[src/rtl/hazard_fwd_unit.sv]
module hazard_fwd_unit #(
  parameter int NREGS = 32,
  localparam int AW = $clog2(NREGS)
) (
  input  logic [AW-1:0] ifid_rs,
  input  logic [AW-1:0] ifid_rt,
  input  logic          ifid_use_rs,
  input  logic          ifid_use_rt,
  input  logic          ifid_store,
  input  logic [AW-1:0] idex_rs,
  input  logic [AW-1:0] idex_rt,
  input  logic          idex_use_rs,
  input  logic          idex_use_rt,
  input  logic          idex_store,
  input  logic [AW-1:0] idex_rd,
  input  logic          idex_wen,
  input  logic          idex_load,
  input  logic [AW-1:0] exmem_rd,
  input  logic          exmem_wen,
  input  logic          exmem_load,
  input  logic          exmem_store,
  input  logic [AW-1:0] exmem_rt,
  input  logic [AW-1:0] memwb_rd,
  input  logic          memwb_wen,
  output logic [1:0]    sel_a,
  output logic [1:0]    sel_b,
  output logic [1:0]    sel_sd,
  output logic          sel_mem_sd,
  output logic          stall,
  output logic          bubble
);

  localparam logic [1:0] FROM_RF  = 2'b00;
  localparam logic [1:0] FROM_WB  = 2'b01;
  localparam logic [1:0] FROM_MEM = 2'b10;

  logic mem_src_ok, wb_src_ok, ld_src_ok;
  assign mem_src_ok = exmem_wen && !exmem_load && (exmem_rd != '0);
  assign wb_src_ok  = memwb_wen && (memwb_rd != '0);
  assign ld_src_ok  = idex_load && idex_wen && (idex_rd != '0);

  function automatic logic [1:0] pick(input logic used, input logic [AW-1:0] src,
                                      input logic mem_ok, input logic [AW-1:0] mem_rd,
                                      input logic wb_ok, input logic [AW-1:0] wb_rd);
    if (!used)                        return FROM_RF;
    else if (mem_ok && mem_rd == src) return FROM_MEM;
    else if (wb_ok && wb_rd == src)   return FROM_WB;
    else                              return FROM_RF;
  endfunction

  assign sel_a  = pick(idex_use_rs, idex_rs, mem_src_ok, exmem_rd, wb_src_ok, memwb_rd);
  assign sel_b  = pick(idex_use_rt && !idex_store, idex_rt, mem_src_ok, exmem_rd, wb_src_ok, memwb_rd);
  assign sel_sd = pick(idex_store, idex_rt, mem_src_ok, exmem_rd, wb_src_ok, memwb_rd);

  assign sel_mem_sd = exmem_store && wb_src_ok && (memwb_rd == exmem_rt);

  logic hit_rs, hit_rt;
  assign hit_rs = ifid_use_rs && (ifid_rs == idex_rd);
  assign hit_rt = ifid_use_rt && !ifid_store && (ifid_rt == idex_rd);

  assign stall  = ld_src_ok && (hit_rs || hit_rt);
  assign bubble = stall;

endmodule

[config.mk]
export PLATFORM = sky130hd
export DESIGN_NAME = hazard_fwd_unit
export DESIGN_NICKNAME = d
export VERILOG_FILES = /design/src/rtl/hazard_fwd_unit.sv
export SDC_FILE = /design/constraint.sdc
export NUM_CORES = 1
export LEC_CHECK = 0
export CORE_ASPECT_RATIO = 0.7
export CORE_MARGIN = 10
export CORE_UTILIZATION = 25
export DETAILED_ROUTE_END_ITERATION = 6
export PLACE_DENSITY = 0.8
export SLEW_MARGIN = 5
export SYNTH_ARGS = -nofsm -noshare
export SYNTH_HDL_FRONTEND = slang
export SYNTH_SLANG_ARGS = --single-unit
export TNS_END_PERCENT = 100
[constraint.sdc]
create_clock -name vclk -period 1.8
set_clock_uncertainty 0.1 [all_clocks]
set_input_delay 0.36 -clock vclk [all_inputs]
set_output_delay 0.36 -clock vclk [all_outputs]
set_load 0.03 [all_outputs]
==> run_results.csv <==
group,metric,value,unit
run_status,status,"finished with violations",
run_status,violations,"setup timing",
power,p_per_area,197,nW/µm²
placement,hpwl,2.64,mm
yosys,synthTopCellsByArea,"xor2_1, xnor2_1, nand3_1, nor3_1, nor4_1",
timing,fmax,450,MHz
power,p_int,0.000173,W
grt,grt_use_met2,0.268,
setup_path,critPathMaxFanout,3,
floorplan,fp.dieW,74.1,µm
grt,grt_use_met3,0.0204,
yosys,synth-warning-count,0,
yosys,synth_top_area_cell,"xor2_1",
layout,clock_buffers,0,
grt,globalRouteTotalUtil,0.129,
power,clkPwrFrac,0,
layout,fillCellCount,138,
setup_path,cp.required,1.34,ns
layout,final_cell_area,1460,µm²
floorplan,core_area,1900,µm²
floorplan,chipHeight,57.9,µm
yosys,synth_area_per_cell,7.64,µm²
routing,firstDrtPassIters,2,
placement,io_buffers,61,
layout,seq_cells,0,
yosys,yosysSeqAreaShare,0,
layout,insertedDiodeCount,0,
timing,setup_viol,9,
routing,wire_per_inst,16.6,µm
timing,report.final.hold_viol_count,0,
yosys,yosys.area.top_type_share,0.359,
routing,vias_per_cell,4.60,
power,p_comb_frac,1.000,
grt,gr-usage-met1,0.136,
timing,grt_setup_unrepaired,"true",
routing,routed-via-count,795,
setup_path,startpoint_type,"input pin",
floorplan,die_area,4290,µm²
yosys,syn_area,512,µm²
power,peakVddDrop,0.145,mV
routing,wirelength,2.87,mm
grt,top_usage_layer,"met2",
layout,drive_above_1_share,0.490,
setup_path,critPathKind,"in -> out",
grt,grt_pass1_wl,4.54,mm
placement,post_dp_cell_area,1360,µm²
timing,fin_hold_ws,1.07,ns
timing,worstMarginPinSlew,0.283,ns
layout,seq_area,0,µm²
placement,gp_congestion,0.827,
timing,setup_ws,-0.424,ns
routing,ant_nets,0,
timing,maxSlewViolCount,0,
grt,gr-total-overflow,0,
power,switching_share,0.397,
grt,grt_pass1_vias,908,
hold_path,hold_path_class,"in -> out",
layout,num-nets-final,205,
yosys,synth_nets,119,
job,max_cap_viol_count,0,
floorplan,std_cell_rows,13,
layout,final_cell_mix,"xor2_1, buf_6, buf_4, xnor2_1, clkdlybuf4s50_1",
floorplan,start_util,0.269,
routing,drt_iter0_markers,8,
grt,antenna_found_initial,0,
setup_path,arrival,1.76,ns
power,p_seq_frac,0,
timing,period_needed,2.22,ns
power,switchingPower,0.000114,W
grt,grt_max_degree,4,
yosys,netlist_instances,67,
floorplan,io_pins,61,
routing,drc,0,
yosys,synth.distinct_cells,20,
timing,layout_worst_path_cycle_share,1.24,
setup_path,endpoint_kind,"output port",
power,p_leak,0.663,nW
timing,max-slew-margin-rel,0.810,
layout,area_delta_synth_final,185,%
==> metrics by stage <==
stage / setup WS (ns) / utilization / power, W / instances / setup TNS, ns
after floorplan: -0.118 / - / 0.0000905 / 67 / -0.680
after global placement: -0.821 / 0.713 / 0.000274 / 169 / -5.88
after detailed placement: -0.851 / 0.713 / 0.000281 / 169 / -6.24
after CTS: -0.432 / 0.745 / 0.000281 / 172 / -2.56
after global routing: -0.471 / 0.767 / 0.000308 / 173 / -2.66
final: -0.424 / 0.767 / 0.000287 / 173 / -2.36
==> cell type report <==
type / instances / area (µm²) / area share
Multi-Input combinational cell: 66 / 643 / 0.440
Timing Repair Buffer: 85 / 790 / 0.541
Tap cell: 22 / 27.5 / 0.0189
==> metal layers <==
metal / wire [µm] / part of all wire
met1: 1080 / 0.38
met2: 1630 / 0.57
met3: 158 / 0.055
met4: 0 / 0
met5: 0 / 0
==> Yosys cell counts (all sizes together) <==
master,instances
o21ai,2
nor2b,1
nor3,5
nand2,1
o211ai,1
nor4,5
buf,1
xnor2,14
nand4b,2
xor2,21
nand3,5
nand4,1
and3b,1
nor2,1
a21oi,1
and2,2
or4,3
==> power groups by stage <==
stage / combinational, W / clock [W] / sequential (W)
floorplan: 0.0000905 / 0 / 0
global placement: 0.000274 / 0 / 0
detailed placement: 0.000281 / 0 / 0
CTS: 0.000281 / 0 / 0
global route: 0.000308 / 0 / 0
finish: 0.000287 / 0 / 0
==> worst paths after layout <==
path	start	endpoint	slack, ns	cells past startpoint
worst max-delay path	exmem_rd[2]	sel_b[0]	-0.42	7
worst min-delay path	exmem_rt[1]	sel_mem_sd	1.07	5
==> worst max-delay path: stages <==
cell     delay [ns]
buf_8          0.09
or4_4          0.54
o21ai_4        0.23
nor4_4         0.07
buf_4          0.16
nor3_4         0.16
buf_6          0.15
==> cell families after synthesis <==
kind of cell	synth area share
AOI/OAI and AO/OA	0.0513
and+or+nand+nor	0.335
xor gates and xnor gates	0.599
buffers and inverters	0.0147
==> timing repair <==
item	CTS	global route
buffers inserted	3	1
pin swaps	29	26
hold buffers	0	0
endpoints found under the setup margin	9	9
gates resized for setup	123	24
Note: power is estimated with default switching activity, not from simulation.
